### src/rtl/uart_fifo_pkg.sv
package uart_fifo_pkg;

    localparam int BYTE_W = 8;
    localparam int ERR_W  = 3;

    typedef struct packed {
        logic brk;
        logic frm;
        logic par;
    } rx_err_t;

    typedef struct packed {
        logic [BYTE_W-1:0] data;
        rx_err_t           err;
    } rx_entry_t;

    localparam int RX_ENTRY_W = $bits(rx_entry_t);

    typedef enum logic [1:0] {
        TRIG_L1  = 2'd0,
        TRIG_L4  = 2'd1,
        TRIG_L8  = 2'd2,
        TRIG_L14 = 2'd3
    } trig_sel_e;

    function automatic int unsigned trig_level(trig_sel_e sel);
        case (sel)
            TRIG_L1:  return 1;
            TRIG_L4:  return 4;
            TRIG_L8:  return 8;
            default:  return 14;
        endcase
    endfunction

endpackage

### src/rtl/uart_sync_fifo.sv
module uart_sync_fifo #(
    parameter  int WIDTH = 8,
    parameter  int DEPTH = 16,
    localparam int AW    = (DEPTH > 1) ? $clog2(DEPTH) : 1,
    localparam int CW    = $clog2(DEPTH + 1)
) (
    input  logic             clk,
    input  logic             rst,
    input  logic             clr,
    input  logic             push,
    input  logic [WIDTH-1:0] push_data,
    input  logic             pop,
    output logic [WIDTH-1:0] head,
    output logic [CW-1:0]    count,
    output logic             full,
    output logic             empty
);

    logic [WIDTH-1:0] mem [DEPTH];
    logic [AW-1:0]    wptr;
    logic [AW-1:0]    rptr;
    logic             do_push;
    logic             do_pop;

    function automatic logic [AW-1:0] nxt(logic [AW-1:0] p);
        return (p == AW'(DEPTH - 1)) ? '0 : p + 1'b1;
    endfunction

    assign full    = (count == CW'(DEPTH));
    assign empty   = (count == '0);
    assign do_push = push && !full;
    assign do_pop  = pop && !empty;
    assign head    = mem[rptr];

    always_ff @(posedge clk) begin
        if (do_push) begin
            mem[wptr] <= push_data;
        end
    end

    always_ff @(posedge clk) begin
        if (rst || clr) begin
            wptr  <= '0;
            rptr  <= '0;
            count <= '0;
        end else begin
            if (do_push) begin
                wptr <= nxt(wptr);
            end
            if (do_pop) begin
                rptr <= nxt(rptr);
            end
            case ({do_push, do_pop})
                2'b10:   count <= count + 1'b1;
                2'b01:   count <= count - 1'b1;
                default: count <= count;
            endcase
        end
    end

endmodule

### src/rtl/uart_rx_trig_detect.sv
module uart_rx_trig_detect
    import uart_fifo_pkg::*;
#(
    parameter int CW = 5
) (
    input  logic      [CW-1:0] count,
    input  trig_sel_e          sel,
    output logic               trig
);

    logic [CW-1:0] level;

    always_comb begin
        level = CW'(trig_level(sel));
        trig  = (count >= level);
    end

endmodule

### src/rtl/uart_fifo_pair.sv
module uart_fifo_pair
    import uart_fifo_pkg::*;
#(
    parameter int DEPTH = 16
) (
    input  logic              clk,
    input  logic              rst,
    input  logic              fifo_clr,
    input  logic              host_wr_en,
    input  logic [BYTE_W-1:0] host_wr_data,
    input  logic              tx_pop,
    output logic [BYTE_W-1:0] tx_data,
    output logic              tx_avail,
    output logic              tx_ovf,
    input  logic              rx_push,
    input  logic [BYTE_W-1:0] rx_push_data,
    input  logic [ERR_W-1:0]  rx_push_err,
    input  logic              host_rd_en,
    output logic [BYTE_W-1:0] host_rd_data,
    output logic [ERR_W-1:0]  host_rd_err,
    input  logic [1:0]        trig_sel,
    output logic              rx_trig,
    output logic              rxrdy_n,
    output logic              txrdy_n
);

    localparam int CW = $clog2(DEPTH + 1);

    logic [CW-1:0] tx_count;
    logic [CW-1:0] rx_count;
    logic          tx_full;
    logic          tx_empty;
    logic          rx_full;
    logic          rx_empty;
    rx_entry_t     rx_in;
    rx_entry_t     rx_head;
    rx_entry_t     rd_q;
    logic [RX_ENTRY_W-1:0] rx_head_raw;

    uart_sync_fifo #(
        .WIDTH (BYTE_W),
        .DEPTH (DEPTH)
    ) u_tx_fifo (
        .clk       (clk),
        .rst       (rst),
        .clr       (fifo_clr),
        .push      (host_wr_en),
        .push_data (host_wr_data),
        .pop       (tx_pop),
        .head      (tx_data),
        .count     (tx_count),
        .full      (tx_full),
        .empty     (tx_empty)
    );

    assign rx_in = '{data: rx_push_data, err: rx_err_t'(rx_push_err)};

    uart_sync_fifo #(
        .WIDTH (RX_ENTRY_W),
        .DEPTH (DEPTH)
    ) u_rx_fifo (
        .clk       (clk),
        .rst       (rst),
        .clr       (fifo_clr),
        .push      (rx_push),
        .push_data (rx_in),
        .pop       (host_rd_en),
        .head      (rx_head_raw),
        .count     (rx_count),
        .full      (rx_full),
        .empty     (rx_empty)
    );

    assign rx_head = rx_entry_t'(rx_head_raw);

    uart_rx_trig_detect #(
        .CW (CW)
    ) u_trig (
        .count (rx_count),
        .sel   (trig_sel_e'(trig_sel)),
        .trig  (rx_trig)
    );

    always_ff @(posedge clk) begin
        if (rst) begin
            rd_q <= '0;
        end else if (host_rd_en && !rx_empty && !fifo_clr) begin
            rd_q <= rx_head;
        end
    end

    always_ff @(posedge clk) begin
        if (rst || fifo_clr) begin
            tx_ovf <= 1'b0;
        end else if (host_wr_en && tx_full) begin
            tx_ovf <= 1'b1;
        end
    end

    assign host_rd_data = rd_q.data;
    assign host_rd_err  = rd_q.err;
    assign tx_avail     = !tx_empty;
    assign txrdy_n      = tx_full;
    assign rxrdy_n      = rx_empty;

    logic unused_rx_full;
    assign unused_rx_full = rx_full;

endmodule

### config.mk
export PLATFORM = sky130hd
export DESIGN_NAME = uart_fifo_pair
export DESIGN_NICKNAME = d
export VERILOG_FILES = /design/src/rtl/uart_fifo_pkg.sv /design/src/rtl/uart_sync_fifo.sv /design/src/rtl/uart_rx_trig_detect.sv /design/src/rtl/uart_fifo_pair.sv
export SDC_FILE = /design/constraint.sdc
export NUM_CORES = 1
export LEC_CHECK = 0
export ABC_AREA = 1
export ABC_CLOCK_PERIOD_IN_PS = 2100
export BUFFER_PORTS_ARGS = -buffer_cell sky130_fd_sc_hd__buf_4
export CORE_UTILIZATION = 25
export CTS_BUF_LIST = sky130_fd_sc_hd__clkbuf_8
export DETAILED_ROUTE_END_ITERATION = 7
export SLEW_MARGIN = 10
export SYNTH_ARGS = -nofsm -noshare
export SYNTH_HDL_FRONTEND = slang
export SYNTH_HIERARCHICAL = 1
export SYNTH_SLANG_ARGS = --single-unit
### constraint.sdc
create_clock -name clk -period 2.1 [get_ports clk]
set_clock_uncertainty 0.2 [all_clocks]
set_input_delay 0.21 -clock clk [delete_from_list [all_inputs] [get_ports clk]]
set_output_delay 0.21 -clock clk [all_outputs]
set_load 0.02 [all_outputs]
==> results of run 1 <==
-- path summary, 6_finish.rpt --
path / depth (start not counted) / to / slack [ps]
worst max-delay path: 7 / tx_data[0] / -300
worst min-delay path: 2 / u_rx_fifo/mem[10][1] / 260
worst max register to register: 17 / u_rx_fifo/count[4] / -20
worst min register to register: 2 / u_rx_fifo/wptr[0] / 310
-- registers in the layout, summed over array words and instances, names as in the netlist, named ones only --
register and flops:
u_tx_fifo/rptr 4, u_rx_fifo/mem 176, u_tx_fifo/count 5, u_rx_fifo/count 5
host_rd_data 8, u_tx_fifo/wptr 4, u_tx_fifo/mem 128, u_rx_fifo/wptr 4
u_rx_fifo/rptr 4, host_rd_err 3, tx_ovf 1
-- stage by stage --
step	hold WS [ps]	std cells	power [uW]	cell area, um^2	util, %
floorplan	109	1351	9100	15000	-
global placement	262	2182	9820	16800	28.4
detailed placement	283	2182	9860	16800	28.4
CTS	222	2323	16000	18500	31.4
global route	239	2335	16800	19000	32.2
finish	265	2335	16100	19000	32.2
-- cell usage in the layout, fill, tap and decap left out, drive strengths merged, types with 20 or more instances in the layout --
master / instances
o21ai: 92
nand3: 137
o211ai: 76
nor2: 86
dfxtp: 46
edfxtp: 304
ha: 20
a21oi: 95
nand2: 187
buf: 145
inv: 243
clkbuf: 65
dlygate4sd3: 26
-- power groups by stage --
stage	Sequential, uW	Combinational (uW)	Clock, uW
after floorplan	7930	1160	0
after global placement	7940	1880	0
after detailed placement	7940	1920	0
after CTS	7800	2170	6030
after global routing	7810	2630	6310
final	7800	2400	5880
-- final cells by class --
| type | instances | area [um^2] |
|---|---|---|
| fillers | 5890 | 40000 |
| flip-flops and latches | 350 | 10100 |
| multi-input cells | 714 | 4130 |
| repair buffers | 175 | 1830 |
| well taps | 773 | 967 |
| inverters | 222 | 845 |
| clock buffers | 61 | 840 |
| clock inverters | 40 | 290 |
-- critical path: stages (launching register included) --
cell and delay (ps):
dfxtp_4 360, buf_8 150, clkbuf_16 160, o211ai_1 200
nand3_1 140, nand3_1 160, nand2_2 80, buf_6 130
-- timing repair --
item | 4_1_cts | 5_1_grt
cloned | 2 | 4
endpoints found under the setup margin | 13 | 235
buffers inserted | 12 | 10
endpoints found under the hold margin | 349 | 0
resized for setup | 62 | 100
pin swaps | 25 | 62
hold buffers | 26 | 0
-- metal layers --
| metal | up-vias | routed length [um] |
|---|---|---|
| met5 | - | 0 |
| met4 | 0 | 851 |
| met3 | 68 | 2300 |
| met2 | 280 | 16900 |
| met1 | 4887 | 15600 |
| li1 | 4976 | - |
==> metrics, run 1 <==
GR peak layer=met2; endpoints failing setup=11; clock power share=36.6%; Leakage Power=0.00710 uW; setup ws final=-298 ps; switching part of the total=26.2%; syn nets=1399; Global Route met3 Usage=2.49%; status=finished with violations; Req. time, crit path=1690 ps; Pins Over Slew Limit=0; Skew-Pair Late Insertion Delay=600 ps; Int Pwr=11900 uW; All-Layer GR Usage=11.3%; grt ovf=0; Cell Rows=89; vias in the first global route=9655; die area=0.0608 mm^2; Sink Count=350; Worst Setup End Kind=primary output; path type of the worst setup path=reg2out; CP Max Fanout=10; Synth Cell Area=0.0150 mm^2; layout cells sized above 1=22.7%; Final Cycle Share=114%; H-tree levels=2; hold_sp=rx_push_err[1]; post-DP HPWL=22.0 mm; Slew @ Worst Pin=581 ps; DR vias=10200; Period minus WS final=2400 ps; worst vdd ir=0.451 mV; IO Port Bufs=51; DRC Markers=0; Syn-to-layout area delta=26.9%; met1 GRT Util=14.6%; 1st-pass router iterations=5; # IOs=52; DRT iter0 DRCs=624; max-cap viol count=0; Post-Syn Area per Cell=11.1 um^2; CTS tree=yes; Root Buffer=clkbuf_8; relative slew slack=61.2%; WL final=35.6 mm; initial cell density of the core=25.3%; die width=247 um; fin nets=1565; Switching Power=4210 uW; clk buf depth=3; initial antenna violation count=0; DIE HEIGHT=247 um; WL/cell=15.2 um; CORE AREA=0.0590 mm^2; CP Data Arrival Time=1990 ps; CP startpoint kind=register; vias per cell=4.37; sequential cell fraction of total power=48.5%; Ys Warns=6; RSZ-0062 raised after global routing=yes; Cells after Synth=1351; PD cells=847 mW/mm^2; global-route wire length before repair=53.7 mm; Comb power frac=14.9%; Place WS=-85.6 ps; Crit Reg-Reg Startpoint=u_rx_fifo/count[1]; failing checks=negative setup slack; Final TNS setup=-2300 ps; # diodes=0; Hold Path Class=in2reg; Detail Route Antenna Nets=0; cts bufs inserted=54; largest net degree at the start of global routing=51; max frequency=0.417 GHz; met2 GRT Util=18.8%; Reg clk slew, reported paths=70 ps; Final Wtd Congestion=0.777; Hold Vio Cnt, Final=0
Note: power is estimated with default switching activity, not from simulation.
==> inputs of run 2 (changes only) <==
Settings changed: BUFFER_PORTS_ARGS -buffer_cell sky130_fd_sc_hd__buf_4 to -buffer_cell sky130_fd_sc_hd__buf_2.
==> run 2 against run 1 <==
The run still ends with negative setup slack left. Non-clock buffer count is 6 lower. Total power is 4.2% lower. Maximum frequency is 1.9% higher. Clock power is 9.5% lower. Register-to-register slack hardly changed. Routed wire length is 1.9% lower. Highest routed layer unchanged.
==> metrics, run 2 (same netlist as run 1, synthesis figures left out) <==
FF-to-FF setup slack=-20 ps; length in cells of the worst reg-to-reg path=16; cts bufs inserted=52; Skew-Pair Late Insertion Delay=600 ps; endpoints failing setup=10; global-route wire length before repair=53.5 mm; status=finished with violations; Final Wtd Congestion=0.780; setup ws final=-252 ps; Worst Setup End Kind=primary output; Final Cycle Share=112%; 1st-pass router iterations=5; vias in the first global route=9751; register area=0.0101 mm^2; layout cells sized above 1=20.9%; Sink Count=350; Pins Over Slew Limit=0; top sig layer=met4; Leakage Power=0.00702 uW; footprint of the multi-input gates=0.00408 mm^2; die area=0.0608 mm^2; Crit Reg-Reg Startpoint=u_rx_fifo/count[3]; Top reg by flops=u_rx_fifo/mem; Reg clk slew, reported paths=60 ps; CP Data Arrival Time=1940 ps; most frequent cells in the layout=304 x edfxtp_1, 233 x inv_1, 166 x nand2_1; H-tree levels=2; die width=247 um; # diodes=0; Cell Rows=89; Req. time, crit path=1690 ps; grt ovf=0; DR WL met3=2.15 mm; # IOs=52; DR vias=10200; Syn-to-layout area delta=24.5%; path type of the worst setup path=reg2out; initial cell density of the core=25.3%; clk buf depth=3; DRC Markers=0; CP Max Fanout=18; met1 WL=15.5 mm; failing checks=negative setup slack; PD cells=827 mW/mm^2; worst vdd ir=0.604 mV; Hold Vio Cnt, Final=0; vias per cell=4.38; CP startpoint kind=register; Period minus WS final=2350 ps; max frequency=0.425 GHz; DIE HEIGHT=247 um; RSZ-0062 raised after global routing=yes; All-Layer GR Usage=11.2%; Detail Route Antenna Nets=0; final hold slack=288 ps; fin nets=1557; Root Buffer=clkbuf_8; most common cell after layout, fill and taps aside=edfxtp_1; post-DP HPWL=22.0 mm; met2 wire len=16.4 mm; max-cap viol count=0; Hold Path Class=reg2reg; CORE AREA=0.0590 mm^2; WL/cell=15.0 um; largest net degree at the start of global routing=73; Slew @ Worst Pin=584 ps; Layout fillers=5928; max FFs per register=176; IO Port Bufs=51; initial antenna violation count=0; WL final=34.9 mm; DRT iter0 DRCs=705; CTS tree=yes; Final TNS setup=-1900 ps; relative slew slack=61.0%; Worst Setup EP=tx_data[5]; Reg-to-Reg End=u_rx_fifo/count[4]
[run 2: repair_timing]
item                                    in CTS  in global routing
pin swaps                                   14                 67
hold buffers                                26                  0
cloned                                       0                  2
endpoints found under the setup margin      13                128
gates resized for setup                     30                124
hold endpoints to repair                   346                  0
buffers inserted                             7                 10
[run 2: layout make-up]
cell class / instances / area share [%]
Inverter: 222 / 4.51
Multi-Input combinational cell: 714 / 21.9
Sequential cell: 350 / 54.1
Clock inverter: 43 / 1.31
Clock buffer: 55 / 4.07
Timing Repair Buffer: 169 / 8.91
Tap cell: 773 / 5.19
[run 2: how the worst min path moves through the flow]
stage | start | endpoint | slack (ps) | depth (start not counted)
floorplan | rx_push_err[0] | u_rx_fifo/mem[0][0] | 110 | 0
global placement | u_rx_fifo/count[1] | u_rx_fifo/count[1] | 260 | 2
detailed placement | u_rx_fifo/count[1] | u_rx_fifo/count[1] | 280 | 2
CTS | u_rx_fifo/count[1] | u_rx_fifo/count[1] | 290 | 2
global route | rx_push_err[1] | u_rx_fifo/mem[5][1] | 320 | 2
finish | u_rx_fifo/count[1] | u_rx_fifo/count[1] | 290 | 2
[run 2: critical path: stages, from the launching register on]
cell,delay [ps]
dfxtp_4,360
buf_12,150
buf_16,160
a21oi_2,130
o21ai_1,90
nand3_1,90
nand3_2,110
nand2_1,100
buf_4,140
[run 2: where the power goes]
part	switching (uW)	internal, uW
sequential	90.9	7690
clock	2630	2690
combinational	1370	924
[run 2: metal layers]
| metal | global-route usage, % | vias to the layer above |
|---|---|---|
| li1 | - | 4963 |
| met1 | 14.4 | 4909 |
| met2 | 18.5 | 249 |
| met3 | 3.01 | 68 |
| met4 | 3.12 | 0 |
| met5 | 0 | - |
[run 2: stage by stage]
| stage | cells | total power, uW | utilization [%] | setup WS [ps] | cell area (um^2) |
|---|---|---|---|---|---|
| 3_5_place_dp | 2183 | 9800 | 28.3 | -71.4 | 16700 |
| 6_report | 2326 | 15400 | 31.5 | -252 | 18600 |
| 5_1_grt | 2326 | 16100 | 31.5 | -364 | 18600 |
| 3_3_place_gp | 2183 | 9760 | 28.3 | -19.5 | 16700 |
| 4_1_cts | 2314 | 15300 | 30.7 | -290 | 18100 |
| 2_1_floorplan | 1351 | 9100 | - | -45.8 | 15000 |
==> inputs of run 3 (changes only) <==
Settings changed: CORE_ASPECT_RATIO set to 0.5, CORE_UTILIZATION 25 to 31.
==> run 3 against run 2 <==
The run still ends with negative setup slack left. Critical path depth shrank 2. Routed wire length shrank 1.2%. Design area shrank 1.6%. First-iteration DRC count grew 23%. Global-route usage grew 2.7 points. Cell count shrank 5.4%. Critical path type unchanged. Largest cell class unchanged. Largest power group unchanged. Highest routed layer unchanged.
==> metrics, run 3 (same netlist as run 1, synthesis figures left out) <==
Switching Power=4130 uW; vias in the first global route=9668; clock power share=35.4%; IO Port Bufs=51; final hold slack=304 ps; largest net degree at the start of global routing=57; DR vias=10100; length in cells of the worst reg-to-reg path=17; max frequency=0.417 GHz; # diodes=0; die area=0.0492 mm^2; Root Buffer=clkbuf_8; CP startpoint kind=register; Sink Count=350; post-route insts no fill=2201; failing checks=negative setup slack; clk buf depth=3; cts bufs inserted=53; DR WL met3=1.43 mm; max-cap viol count=0; die width=313 um; most frequent cells in the layout=304 x edfxtp_1, 215 x inv_1, 166 x nand2_1; status=finished with violations; RSZ-0062 raised after global routing=yes; Crit Reg-Reg Startpoint=u_rx_fifo/count[1]; # IOs=52; layout cells sized above 1=20.7%; CORE AREA=0.0472 mm^2; Final Wtd Congestion=0.778; post-DP HPWL=20.5 mm; 1st-pass router iterations=5; Worst Setup End Kind=primary output; hold_sp=u_tx_fifo/wptr[0]; Reg-to-Reg End=u_rx_fifo/count[4]; Hold Path Class=reg2reg; Slew @ Worst Pin=506 ps; CP Max Fanout=16; relative slew slack=66.2%; vias per cell=4.57; hold path endpoint=u_tx_fifo/wptr[0]; Req. time, crit path=1690 ps; H-tree levels=2; worst vdd ir=0.385 mV; most common cell after layout, fill and taps aside=edfxtp_1; switching part of the total=26.7%; Reg clk slew, reported paths=60 ps; endpoints failing setup=10; DRT iter0 DRCs=869; dpl cells=2051; Final Cycle Share=114%; global-route wire length before repair=53.1 mm; Pins Over Slew Limit=0; Skew-Pair Late Insertion Delay=590 ps; DIE HEIGHT=157 um; path type of the worst setup path=reg2out; Syn-to-layout area delta=22.5%; Cell Rows=56; Hold Vio Cnt, Final=0; top sig layer=met4; Leakage Power=0.00695 uW; Int Pwr=11300 uW; met1 WL=15.5 mm; Period minus WS final=2400 ps; Overall Power=15500 uW; fin nets=1566; WL/cell=15.7 um; grt ovf=0; Detail Route Antenna Nets=0; Comb power frac=14.4%; FF-to-FF setup slack=20 ps; worst hold path cell count=2; CP Data Arrival Time=1990 ps; Final TNS setup=-1970 ps; initial cell density of the core=31.7%; WL final=34.5 mm; sequential cell fraction of total power=50.2%; initial antenna violation count=0; PD cells=845 mW/mm^2; CTS tree=yes; DRC Markers=0; met2 wire len=16.9 mm; DP Area=0.0164 mm^2; Top reg by flops=u_rx_fifo/mem; max FFs per register=176; setup ws final=-298 ps; All-Layer GR Usage=13.9%; design area=0.0183 mm^2
run 3: cell count changes in the layout (fill, tap and decap cells not counted), sizes merged:
cell	change
clkinv	+18
inv	-18
buf	+5
clkbuf	+3
clkinvlp	+1
dlygate4sd3	+1
run 3: cell type report:
| type | instances | area [um^2] |
|---|---|---|
| clock buffer | 56 | 771 |
| clock inverter | 44 | 259 |
| fill | 4535 | 28900 |
| inverter | 222 | 838 |
| multi-input combinational | 714 | 3970 |
| sequential | 350 | 10100 |
| tap | 638 | 798 |
| timing repair buffer | 177 | 1610 |
run 3: routing by layer:
| layer | GRT usage, % | vias to the layer above |
|---|---|---|
| met2 | 23.9 | 191 |
| met4 | 3.88 | 0 |
| li1 | - | 4972 |
| met5 | 0 | - |
| met1 | 17.8 | 4838 |
| met3 | 2.58 | 54 |
run 3: what timing repair did:
action                                  CTS  global route
pin swaps                                31            38
endpoints found under the setup margin   13           130
hold buffers                             27             0
cloned                                    2             4
resized for setup                        40            75
setup buffers                            10             8
hold endpoints to repair                349             0
run 3: worst max-delay path by stage:
| stage | startpoint | to | cells after the start |
|---|---|---|---|
| final | register | tx_data[7] | 6 |
| after global routing | register | tx_data[6] | 7 |
| after CTS | register | tx_data[1] | 7 |
| after detailed placement | u_rx_fifo/count[2] | u_rx_fifo/count[4] | 16 |
| after global placement | u_rx_fifo/count[2] | u_rx_fifo/count[4] | 16 |
| after floorplan | u_rx_fifo/count[2] | u_rx_fifo/count[4] | 17 |
run 3: critical path, stage by stage, from the launching register on:
cell	delay, ps
dfxtp_4	400
buf_12	170
o211ai_1	300
nand3_1	160
nand3_1	140
nand2_1	70
buf_2	160
run 3: through the flow:
stage	setup slack (ps)	utilization [%]
global route	-368	38.8
detailed placement	-78.1	34.8
finish	-298	38.8
floorplan	-45.8	-
CTS	-320	38.1
global placement	-1.55	34.8
run 3: power by group through the flow:
stage	sequential, uW	clock [uW]	combinational (uW)
4_1_cts	7770	5620	2040
6_report	7780	5480	2220
2_1_floorplan	7930	0	1160
3_3_place_gp	7910	0	1810
5_1_grt	7790	5900	2460
3_5_place_dp	7910	0	1830
